$ cat src/rtl/bfa_pkg.sv
package bfa_pkg;
   localparam int BANK_BITS = 2;
   localparam int STAT_W    = 8;

   // Bit positions inside the status byte; neighbours decode these.
   localparam int SB_IRP = 7;
   localparam int SB_RP1 = 6;
   localparam int SB_RP0 = 5;
   localparam int SB_TO  = 4;
   localparam int SB_PD  = 3;
   localparam int SB_Z   = 2;
   localparam int SB_DC  = 1;
   localparam int SB_C   = 0;

   localparam logic [STAT_W-1:0] STAT_RST = 8'b0001_1000;

   typedef enum logic [1:0] {
      EV_NONE,
      EV_CLEAR,
      EV_SLEEP,
      EV_TIMEOUT
   } pwr_evt_t;
endpackage

$ cat src/rtl/bfa_addr_map.sv
module bfa_addr_map
   import bfa_pkg::*;
#(
   parameter int OFF_W     = 7,
   parameter int PTR_W     = 8,
   parameter int INDIR_OFF = 0,
   parameter bit FOLD_EN   = 1'b1,
   parameter logic [(1<<OFF_W)-1:0] SHARED_SET = 'h0C1D,
   localparam int ADDR_W   = OFF_W + BANK_BITS
) (
   input  logic [OFF_W-1:0]     op_field,
   input  logic [PTR_W-1:0]     ptr_val,
   input  logic                 irp,
   input  logic [BANK_BITS-1:0] rp,
   output logic [ADDR_W-1:0]    phys_addr,
   output logic                 self_ref
);
   localparam logic [OFF_W-1:0] IND_OFF_V = OFF_W'(INDIR_OFF);

   logic              is_ind;
   logic [ADDR_W-1:0] raw_addr;
   logic [OFF_W-1:0]  raw_off;

   generate
      if (PTR_W + 1 != ADDR_W) begin : g_bad_width
         $error("pointer width must be one less than the address width");
      end
   endgenerate

   always_comb begin
      is_ind   = (op_field == IND_OFF_V);
      raw_addr = is_ind ? {irp, ptr_val} : {rp, op_field};
      raw_off  = raw_addr[OFF_W-1:0];
      self_ref = is_ind && (raw_off == IND_OFF_V);
   end

   generate
      if (FOLD_EN) begin : g_fold
         always_comb begin
            if (SHARED_SET[raw_off])
               phys_addr = {{BANK_BITS{1'b0}}, raw_off};
            else
               phys_addr = raw_addr;
         end
      end else begin : g_flat
         always_comb phys_addr = raw_addr;
      end
   endgenerate
endmodule

$ cat src/rtl/bfa_status_reg.sv
module bfa_status_reg
   import bfa_pkg::*;
(
   input  logic              clk,
   input  logic              rst_n,
   input  logic              wr_en,
   input  logic [STAT_W-1:0] wr_data,
   input  logic [2:0]        alu_flags,
   input  logic [2:0]        alu_upd,
   input  logic              evt_sleep,
   input  logic              evt_wdt_clr,
   input  logic              evt_wdt_to,
   output logic [STAT_W-1:0] status_q
);
   logic [STAT_W-1:0] st_nxt;
   logic [2:0]        flag_nxt;
   logic [1:0]        topd_nxt;
   pwr_evt_t          evt;

   // Flag bits: ALU update beats explicit write data.
   generate
      for (genvar g = 0; g < 3; g++) begin : g_flag
         assign flag_nxt[g] = alu_upd[g] ? alu_flags[g]
                            : (wr_en ? wr_data[g] : status_q[g]);
      end
   endgenerate

   always_comb begin
      if (evt_wdt_to)       evt = EV_TIMEOUT;
      else if (evt_sleep)   evt = EV_SLEEP;
      else if (evt_wdt_clr) evt = EV_CLEAR;
      else                  evt = EV_NONE;
   end

   always_comb begin
      topd_nxt = status_q[SB_TO:SB_PD];
      unique case (evt)
         EV_TIMEOUT: topd_nxt[1] = 1'b0;
         EV_SLEEP:   topd_nxt    = 2'b10;
         EV_CLEAR:   topd_nxt    = 2'b11;
         default:    topd_nxt    = status_q[SB_TO:SB_PD];
      endcase
   end

   always_comb begin
      st_nxt = status_q;
      if (wr_en) st_nxt[SB_IRP:SB_RP0] = wr_data[SB_IRP:SB_RP0];
      st_nxt[SB_TO:SB_PD] = topd_nxt;
      st_nxt[SB_Z:SB_C]   = flag_nxt;
   end

   always_ff @(posedge clk or negedge rst_n) begin
      if (!rst_n) status_q <= STAT_RST;
      else        status_q <= st_nxt;
   end

   AST_TOPD_NOT_WRITABLE: assert property (@(posedge clk) disable iff (!rst_n)
      (wr_en && !evt_sleep && !evt_wdt_clr && !evt_wdt_to) |=> status_q[SB_TO:SB_PD] == $past(status_q[SB_TO:SB_PD]));
   AST_BANK_BITS_LOAD: assert property (@(posedge clk) disable iff (!rst_n)
      wr_en |=> status_q[SB_IRP:SB_RP0] == $past(wr_data[SB_IRP:SB_RP0]));
   AST_ZERO_FLAG_WINS: assert property (@(posedge clk) disable iff (!rst_n)
      alu_upd[2] |=> status_q[SB_Z] == $past(alu_flags[2]));
   AST_CARRY_FLAG_WINS: assert property (@(posedge clk) disable iff (!rst_n)
      alu_upd[0] |=> status_q[SB_C] == $past(alu_flags[0]));
   AST_SLEEP_STATE: assert property (@(posedge clk) disable iff (!rst_n)
      (evt_sleep && !evt_wdt_to) |=> status_q[SB_TO:SB_PD] == 2'b10);
   AST_CLEAR_STATE: assert property (@(posedge clk) disable iff (!rst_n)
      (evt_wdt_clr && !evt_sleep && !evt_wdt_to) |=> status_q[SB_TO:SB_PD] == 2'b11);
   AST_TIMEOUT_CLEARS: assert property (@(posedge clk) disable iff (!rst_n)
      evt_wdt_to |=> (!status_q[SB_TO] && status_q[SB_PD] == $past(status_q[SB_PD])));
endmodule

$ cat src/rtl/banked_file_addr.sv
module banked_file_addr
   import bfa_pkg::*;
#(
   parameter int OFF_W      = 7,
   parameter int PTR_W      = 8,
   parameter int INDIR_OFF  = 0,
   parameter int STATUS_OFF = 3,
   parameter bit FOLD_EN    = 1'b1,
   parameter logic [(1<<OFF_W)-1:0] SHARED_SET = 'h0C1D,
   localparam int ADDR_W    = OFF_W + BANK_BITS
) (
   input  logic              clk,
   input  logic              rst_n,
   input  logic [OFF_W-1:0]  op_field,
   input  logic [PTR_W-1:0]  ptr_val,
   input  logic              acc_wr,
   input  logic [STAT_W-1:0] wr_data,
   input  logic [2:0]        alu_flags,
   input  logic [2:0]        alu_upd,
   input  logic              evt_sleep,
   input  logic              evt_wdt_clr,
   input  logic              evt_wdt_to,
   output logic [ADDR_W-1:0] phys_addr,
   output logic              rd_zero,
   output logic              wr_block,
   output logic [STAT_W-1:0] status_q
);
   localparam logic [ADDR_W-1:0] STATUS_ADDR = ADDR_W'(STATUS_OFF);

   generate
      if (STATUS_OFF == INDIR_OFF) begin : g_bad_off
         $error("status offset must differ from the indirect offset");
      end
      if (FOLD_EN && !SHARED_SET[STATUS_OFF]) begin : g_bad_set
         $error("status offset must be shared by all banks");
      end
   endgenerate

   logic self_ref;
   logic stat_wr;

   bfa_addr_map #(
      .OFF_W(OFF_W), .PTR_W(PTR_W), .INDIR_OFF(INDIR_OFF),
      .FOLD_EN(FOLD_EN), .SHARED_SET(SHARED_SET)
   ) u_map (
      .op_field (op_field),
      .ptr_val  (ptr_val),
      .irp      (status_q[SB_IRP]),
      .rp       (status_q[SB_RP1:SB_RP0]),
      .phys_addr(phys_addr),
      .self_ref (self_ref)
   );

   assign rd_zero  = self_ref;
   assign wr_block = self_ref;
   assign stat_wr  = acc_wr && !self_ref && (phys_addr == STATUS_ADDR);

   bfa_status_reg u_stat (
      .clk        (clk),
      .rst_n      (rst_n),
      .wr_en      (stat_wr),
      .wr_data    (wr_data),
      .alu_flags  (alu_flags),
      .alu_upd    (alu_upd),
      .evt_sleep  (evt_sleep),
      .evt_wdt_clr(evt_wdt_clr),
      .evt_wdt_to (evt_wdt_to),
      .status_q   (status_q)
   );

   AST_SELF_REF_FLAGS: assert property (@(posedge clk) disable iff (!rst_n)
      (op_field == OFF_W'(INDIR_OFF) && ptr_val[OFF_W-1:0] == OFF_W'(INDIR_OFF)) |-> (rd_zero && wr_block));
   AST_SELF_REF_HOLDS: assert property (@(posedge clk) disable iff (!rst_n)
      (rd_zero && acc_wr && alu_upd == 3'b000 && !evt_sleep && !evt_wdt_clr && !evt_wdt_to) |=> $stable(status_q));
   AST_STATUS_SHARED: assert property (@(posedge clk) disable iff (!rst_n)
      (op_field == OFF_W'(STATUS_OFF)) |-> (phys_addr == STATUS_ADDR));
   AST_DIRECT_BANK: assert property (@(posedge clk) disable iff (!rst_n)
      (op_field != OFF_W'(INDIR_OFF) && !SHARED_SET[op_field]) |-> (phys_addr[ADDR_W-1 -: BANK_BITS] == status_q[SB_RP1:SB_RP0]));
endmodule

$ cat config.mk
export PLATFORM = sky130hd
export DESIGN_NAME = banked_file_addr
export DESIGN_NICKNAME = d
export VERILOG_FILES = /design/src/rtl/bfa_pkg.sv /design/src/rtl/bfa_addr_map.sv /design/src/rtl/bfa_status_reg.sv /design/src/rtl/banked_file_addr.sv
export SDC_FILE = /design/constraint.sdc
export NUM_CORES = 1
export LEC_CHECK = 0
export BUFFER_PORTS_ARGS = -buffer_cell sky130_fd_sc_hd__buf_4
export CAP_MARGIN = 20
export CORE_MARGIN = 2
export CORE_UTILIZATION = 33
export DETAILED_ROUTE_END_ITERATION = 8
export PLACE_DENSITY = 0.77
export SLEW_MARGIN = 5
export SYNTH_ARGS = -nofsm -noshare
export SYNTH_HDL_FRONTEND = slang
export SYNTH_SLANG_ARGS = --single-unit
$ cat constraint.sdc
create_clock -name clk -period 5.83 [get_ports clk]
set_clock_uncertainty 0.15 [all_clocks]
set_input_delay 0.8745 -clock clk [delete_from_list [all_inputs] [get_ports clk]]
set_output_delay 0.8745 -clock clk [all_outputs]
set_load 0.01 [all_outputs]
======== Word-level counts from Yosys, hierarchy flattened ========
Memory sizes are Yosys's and may differ from the RTL's.
Cells that the tools add are included.
word-level totals
  register bits after elaboration ......... 8
  memory bits (read-only) ................. 128
  bits of input ports ..................... 35
  output and inout bits ................... 19
  logic and storage cells ................. 38
  memories ................................ 1
memories
  memory            words  bits a word  read ports  clocked after memory_dff  write ports  line                RTL
  (name not given)  128    1            1           0                         0            bfa_addr_map.sv:40  if (SHARED_SET[raw_off])
cells by class
  magnitude comparators ................... 1
  equality and inequality tests ........... 4
  multiplexer cells ....................... 14
  reduce and logical (&&, ||, !) cells .... 12
operators by type and width
  operator                                                               number
  9-bit 2-to-1 mux                                                       2
  7-bit logical NOT                                                      2
  2-bit nonzero test                                                     5
  9-bit by 2-bit equality test with 1-bit output, second input constant  1
  7-bit by 8-bit < comparator with 1-bit output, second input constant   1
  1-bit 2-to-1 mux                                                       8
  2-bit equality test, second input constant                             2
  2-bit 2-to-1 mux                                                       2
  1-bit one-hot mux with 2 select lines                                  2
  1-bit logical AND                                                      3
  2-bit by 1-bit equality test with 1-bit output, second input constant  1
  2-bit OR reduction                                                     1
  1-bit logical NOT                                                      1

======== Logic depth before layout (Yosys ltp) ========
Gate-level depths: netlist (run 1).
  depth in word-level cells ............... 9
  mapped depth ............................ 6
  gate-level depth less buffers ........... 6

======== Modules after synthesis ========
Synthesis (run 1) repeated with hierarchy kept, for this count alone.
unflattened totals
  cells, all modules ...................... 60
  area total of the unflattened synthesis .. 628.1 µm²
by module, submodules not included
  module            times used  cells an instance  area each (µm²)  sequential area each (µm²)
  bfa_status_reg    1           29                 382.9            202.7
  bfa_addr_map      1           26                 207.7            0.0
  banked_file_addr  1           5                  37.5             0.0

======== Worst setup path after synthesis (run 1) ========
No wires, ideal clock.
  path type ............................... input -> output
  from .................................... in op_field[4]
  to ...................................... out wr_block
  data arrival time ....................... 2.437 ns
  data required time ...................... 4.806 ns
  setup slack ............................. 2.368 ns
  stages on the path ...................... 4
  path buffers ............................ 1
  path through ............................ or4_1 > nor3_2 > nor4b_1 > buf_4
between the ends
  cells in the longest elaborated chain, start to end .. 4
RTL lines
  item                 line                    RTL
  start: declaration   banked_file_addr.sv:14  input logic [OFF_W-1:0] op_field,
  7-bit logical NOT    bfa_addr_map.sv:31      is_ind = (op_field == IND_OFF_V);
  9-bit 2-to-1 mux     bfa_addr_map.sv:32      raw_addr = is_ind ? {irp, ptr_val} : {rp, op_field};
  7-bit logical NOT    bfa_addr_map.sv:34      self_ref = is_ind && (raw_off == IND_OFF_V);
  1-bit logical AND *  bfa_addr_map.sv:34
  end: declaration     banked_file_addr.sv:25  output logic wr_block,
Every way passes the cells marked *; elsewhere a longest branch is shown, timed or not.

======== Worst setup path after layout (run 1) ========
Ends and elaborated chain as after synthesis.

==> metrics.md, run 1 <==
| Metric | Value |
|---|---|
| Worst hold path type | `input port to asynchronous set/reset pin` |
| CP Cell Sequence | `buf_4 -> or4_1 -> nor3_2 -> nor4b_1 -> buf_4` |
| Register area share after synthesis | `29.40%` |
| Crit-path max cell delay | `570 ps` |
| Post-synth top flop | `dfrtp_1` |
| Critical Path Source Type | `input port` |
| Most common cell in the netlist | `inv_1` |
| Number of register bits inferred by synthesis | `8` |
| Layout cells sized above 1 | `50.00%` |
| Max Fclk | `286.4 MHz` |
| Clock-pin transition on the worst setup and hold timing paths | `60 ps` |
| Worst path slowest cell | `or4_1` |
| Vias in the first global route | `765` |
| Vias | `785` |
| Clock sink count | `8` |
| Most used cell, CP | `buf_4` |
| Syn_nets | `112` |
| Final Cycle Share | `59.88%` |
| Pwr Total | `170.3 uW` |
| Pins over their slew limit | `0` |
| Largest registers | `u_stat.status_q: 8 flops` |
| Post-Route WL | `1925 um` |
| H-tree levels | `1` |
| Largest net degree at the start of global routing | `9` |
| Maximum vdd drop | `0.0001418 V` |
| Fin nets | `166` |
| Final ANT Viol Nets | `0` |
| Total CTS buffers | `3` |
| CP Buf/Inv Count | `2` |
| Setup TNS | `0 ps` |
| DR WL/cell | `12.42 um` |
| Clk_lat worst skew | `250 ps` |
| Gate Count Post-Synth | `75` |
| HPWL Detailed | `1663 um` |
| GR Util All Layers | `16.02%` |
| Grt ovf | `0` |
| CTS resizes | `0` |
| Post-Syn Area per Cell | `9.192 um2` |
| # rows | `16` |
| Fin cells | `155` |
| Antenna cells | `0` |
| Vias per cell | `5.065` |
| I/O pins | `54` |
| Critical Path AT | `2470 ps` |
| Distinct cells, synth | `33` |
| Overall die area | `2471 um2` |
| Commonest cells in the netlist | `9 x inv_1, 6 x a21o_1, 6 x dfrtp_1` |
| Synth top area share | `21.78%` |
| RSZ-0062 raised after global routing | `false` |
| Max FO, Critical Path | `6` |
| Area contributors post-synth | `dfrtp_1 22%, dfstp_2 7.6%, a21o_1 6.5%, inv_1 4.9%, mux2_1 4.9%` |
| Crit path time final | `3491 ps` |
| First-pass GRT wire length | `3139 um` |
| Number of synthesized flops with an enable pin | `0` |
| Mapped Area | `689.4 um2` |
| Starting Density | `35.14%` |
| P_leak | `0.5469 nW` |
| Worst setup margin | `2339 ps` |
| Clock buffer depth | `2` |
| Setup Viol. Count Final | `0` |
| Worst slack at placement | `2347 ps` |
| Setup repair bufs after CTS | `0` |
| Status | `completed` |
| Top reg by flops | `u_stat.status_q` |
| Synth warn | `0` |
| Largest delay share family, worst path | `simple AND/OR/NAND/NOR gates` |
| Worst Setup Path Type | `input port to output pin` |
| Max-cap viol count | `0` |
| Drt pass-1 iters | `3` |
| Layout area overhead | `62.07%` |
| # hold bufs at CTS | `0` |
| Initial antenna violation count | `0` |
| Synth area leader | `dfrtp_1` |
| Worst path required time | `4810 ps` |
| Root Buffer | `clkbuf_4` |
| TritonCTS clock tree | `yes` |
| FFs w/ async S/R, synth | `100.0%` |
| Buffers on Ports | `51` |
| Crit. End Element | `output pin` |
| Die W | `49.71 um` |
| Worst Setup SP | `op_field[4]` |
| Filler cells | `185` |
| Die height | `49.71 um` |
| Max reg flops | `8` |
| Core area | `1962 um2` |
| Slew HR | `70.90%` |
| Hold Vio Cnt, Final | `0` |
| DRT iter0 DRCs | `3` |
| Reg-to-reg slack, setup | `4830 ps` |
| Slew @ Worst Pin | `433.2 ps` |
| Dpl cells | `151` |
| Pwr dens | `152.4 nW/um2` |
| GPL Wtd Cong | `0.7672` |
| DRC | `0` |
| Crit Reg-Reg Startpoint | `u_stat.status_q[1]$_DFFE_PN0P_` |
[stage by stage]
step	util, %	hold slack [ps]	area (um2)
final	56.95	276.8	1117
after detailed placement	55.61	346.9	1091
after global routing	56.95	265.6	1117
after global placement	55.61	317.5	1091
after floorplan	-	332.0	689.4
after CTS	56.95	275.0	1117
[power breakdown]
part | internal, mW | switching, mW | total (mW) | leakage [nW]
combinational | 0.0343 | 0.0273 | 0.0616 | 0.436
clock | 0.0261 | 0.0177 | 0.0438 | 0.0150
sequential | 0.0619 | 0.00296 | 0.0649 | 0.0964
total | 0.122 | 0.0480 | 0.170 | 0.547
[cells in the final DEF, fill, tap and decap left out]
cell        n
dfrtp_1     6
or3_1       3
nand2_1     2
a221o_1     1
clkbuf_4    3
a41oi_1     2
a2111oi_2   1
o21ai_0     1
a21oi_1     3
clkbuf_1    1
a32o_1      1
nor2b_1     4
nand3_1     1
nor4_4      1
a21o_1      6
nor3_1      1
o22ai_1     2
mux2_2      1
dfstp_2     2
mux2_1      3
buf_4      51
a31o_2      2
a311oi_1    1
and3_1      1
nor3_2      2
nor4b_1     2
o211ai_1    1
ha_1        2
inv_1       9
a211o_1     1
or2_2       1
nor2_1      4
or4_1       1
o31ai_1     3
a32oi_1     2
[worst reg2reg max path, cell delays in order, from the launching register on]
cell	delay, ps
dfrtp_1	370
inv_1	50
a311oi_1	40
a221o_1	270
[path summary, 6_finish.rpt]
kind / to / depth (start not counted)
min in group clk: u_stat.status_q[4]$_DFFE_PN1P_ / 2
min reg2reg: u_stat.status_q[4]$_DFFE_PN1P_ / 2
max in group asynchronous: u_stat.status_q[4]$_DFFE_PN1P_ / 1
min: u_stat.status_q[5]$_DFFE_PN0P_ / 1
max: wr_block / 5
max reg2reg: u_stat.status_q[1]$_DFFE_PN0P_ / 3
[final cells by class]
| class | instances | area [um2] | share of cell area [%] |
|---|---|---|---|
| repair buffers | 51 | 382.9 | 34.27 |
| well taps | 27 | 33.78 | 3.024 |
| clock buffers | 4 | 26.28 | 2.352 |
| inverters | 9 | 33.78 | 3.024 |
| flip-flops and latches | 8 | 202.7 | 18.14 |
| multi-input cells | 56 | 437.9 | 39.19 |
[kinds of logic (layout without fill, tap and decap cells)]
logic type / Yosys count / after routing / share of synthesized area, %
compound gates: 27 / 27 / 30.85
mux: 4 / 4 / 6.533
fa+ha+maj: 2 / 2 / 3.629
simple gates: 23 / 23 / 22.50
flops: 8 / 8 / 29.40
buf+inv: 11 / 64 / 7.077
[layer usage]
metal / global-route usage (%) / up-vias / wire length (um)
met1: 17.39 / 355 / 775
met2: 31.33 / 35 / 1012
met3: 2.727 / 0 / 137
met4: 4.167 / 0 / 0
li1: - / 395 / -
met5: 0 / - / 0
No activity file was read; power rests on OpenSTA's default activity.
==> run 2, diff against run 1 <==
- clock period: 5.83 -> 3.4 ns (I/O delays scaled with it)
==> metrics.md, run 2 (synthesis results as in run 1) <==
| Metric | Value |
|---|---|
| Largest net degree at the start of global routing | `9` |
| P_int | `210.6 uW` |
| FF+latch area | `202.7 um2` |
| Setup Viol. Count Final | `0` |
| Max-cap viol count | `0` |
| Clk_lat worst skew | `250 ps` |
| Reg power frac | `37.8%` |
| TritonCTS clock tree | `yes` |
| Antenna cells | `0` |
| Worst slack at placement | `632.5 ps` |
| Crit path time final | `2773 ps` |
| Total CTS buffers | `3` |
| Most frequent cells in the layout | `51 x buf_4, 9 x inv_1, 6 x a21o_1, 6 x dfrtp_1` |
| Setup repair bufs after CTS | `0` |
| Grt ovf | `0` |
| Final Cycle Share | `81.56%` |
| Hold_sp | `wr_data[7]` |
| Die height | `49.71 um` |
| Fin util | `57.46%` |
| Pins over their slew limit | `0` |
| Worst Setup Path Type | `input port to output pin` |
| Pwr dens | `262.2 nW/um2` |
| Dpl cell area | `1091 um2` |
| Largest registers | `u_stat.status_q: 8 flops` |
| RSZ-0062 raised after global routing | `false` |
| Clock buffer depth | `2` |
| Clock sink count | `8` |
| Clock-pin transition on the worst setup and hold timing paths | `50 ps` |
| H-tree levels | `1` |
| Commonest non-fill, non-tap cell in the layout | `buf_4` |
| Dpl cells | `151` |
| Post-Route WL | `2025 um` |
| GPL Wtd Cong | `0.7642` |
| Vias | `822` |
| Die W | `49.71 um` |
| DRT iter0 DRCs | `9` |
| Filler cells | `197` |
| Layout area overhead | `63.52%` |
| Worst path required time | `2740 ps` |
| Worst setup margin | `626.9 ps` |
| Footprint of the multi-input gates | `437.9 um2` |
| Vias per cell | `5.269` |
| Maximum vdd drop | `0.0002270 V` |
| Combinational fraction of design power | `36.1%` |
| I/O pins | `54` |
| Drt pass-1 iters | `4` |
| P_leak | `0.5511 nW` |
| Final instance area | `1127 um2` |
| Core area | `1962 um2` |
| Net Sw Power | `85.02 uW` |
| Hold slack | `332.2 ps` |
| First-pass GRT wire length | `3387 um` |
| Vias in the first global route | `825` |
| Overall die area | `2471 um2` |
| Critical Path AT | `2110 ps` |
| Top reg by flops | `u_stat.status_q` |
| HPWL Detailed | `1701 um` |
| Final ANT Viol Nets | `0` |
| Slew HR | `71.64%` |
| Hold Vio Cnt, Final | `0` |
| Layout cells sized above 1 | `49.61%` |
| Root Buffer | `clkbuf_4` |
| DR WL/cell | `12.98 um` |
| DRC | `0` |
| Initial antenna violation count | `0` |
| Pwr Total | `295.6 uW` |
| Max FO, Critical Path | `6` |
| Max Fclk | `360.6 MHz` |
| Starting Density | `35.14%` |
| CP Buf/Inv Count | `2` |
| Worst hold path type | `input port to register` |
| Worst Setup SP | `op_field[4]` |
| Status | `completed` |
| Setup TNS | `0 ps` |
| Critical Path Source Type | `input port` |
| Worst path slowest cell | `or4_1` |
| Largest delay share family, worst path | `simple AND/OR/NAND/NOR gates` |
| Slew @ Worst Pin | `422.2 ps` |
| Buffers on Ports | `51` |
| Fin nets | `167` |
| Crit-path max cell delay | `560 ps` |
| Clock network power share | `26.2%` |
| Most used cell, CP | `buf_4` |
| CP Cell Sequence | `buf_4 -> or4_1 -> nor3_2 -> nor4b_1 -> buf_4` |
| # rows | `16` |
| GR Util All Layers | `17.29%` |
| Max reg flops | `8` |
| Crit Reg-Reg Startpoint | `u_stat.status_q[1]$_DFFE_PN0P_` |
| Crit. End Element | `output pin` |
| Switching share of power | `28.76%` |
| Fin cells | `156` |
-- run 2: final timing paths --
kind | cells after the start | slack [ps] | endpoint
max | 5 | 630 | wr_block
min reg2reg | 2 | 340 | u_stat.status_q[4]$_DFFE_PN1P_
max reg2reg | 3 | 2380 | u_stat.status_q[1]$_DFFE_PN0P_
max in group asynchronous | 2 | 2430 | u_stat.status_q[4]$_DFFE_PN1P_
min | 2 | 330 | u_stat.status_q[7]$_DFFE_PN0P_
min in group asynchronous | 2 | 450 | u_stat.status_q[5]$_DFFE_PN0P_
-- run 2: what timing repair did --
item                      in CTS  in global routing
gates resized for setup        0                  0
hold buffers                   1                  0
hold endpoints to repair       6                  0
-- run 2: worst register-to-register path: stages, from the launching register on --
cell and delay (ps):
dfrtp_1 340, inv_1 40, a311oi_1 270, a221o_1 150
-- run 2: power groups by stage --
stage          clock (mW)  sequential, mW  combinational, mW
3_5_place_dp            0           0.113              0.106
2_1_floorplan           0           0.116             0.0359
5_1_grt            0.0867           0.112              0.117
4_1_cts            0.0805           0.112              0.107
6_report           0.0773           0.112              0.107
3_3_place_gp            0           0.113              0.104
-- run 2: layout make-up --
| cell class | count | share of cell area, % |
|---|---|---|
| multi-input combinational | 56 | 38.85 |
| timing repair buffer | 52 | 34.85 |
| sequential | 8 | 17.98 |
| inverter | 9 | 2.997 |
| tap | 27 | 2.997 |
| clock buffer | 4 | 2.331 |
-- run 2: metal layers --
metal | global-route usage (%) | wire [um]
met5 | 0 | 0
met4 | 5.556 | 18
met3 | 3.030 | 159
met2 | 33.56 | 1066
met1 | 18.53 | 781
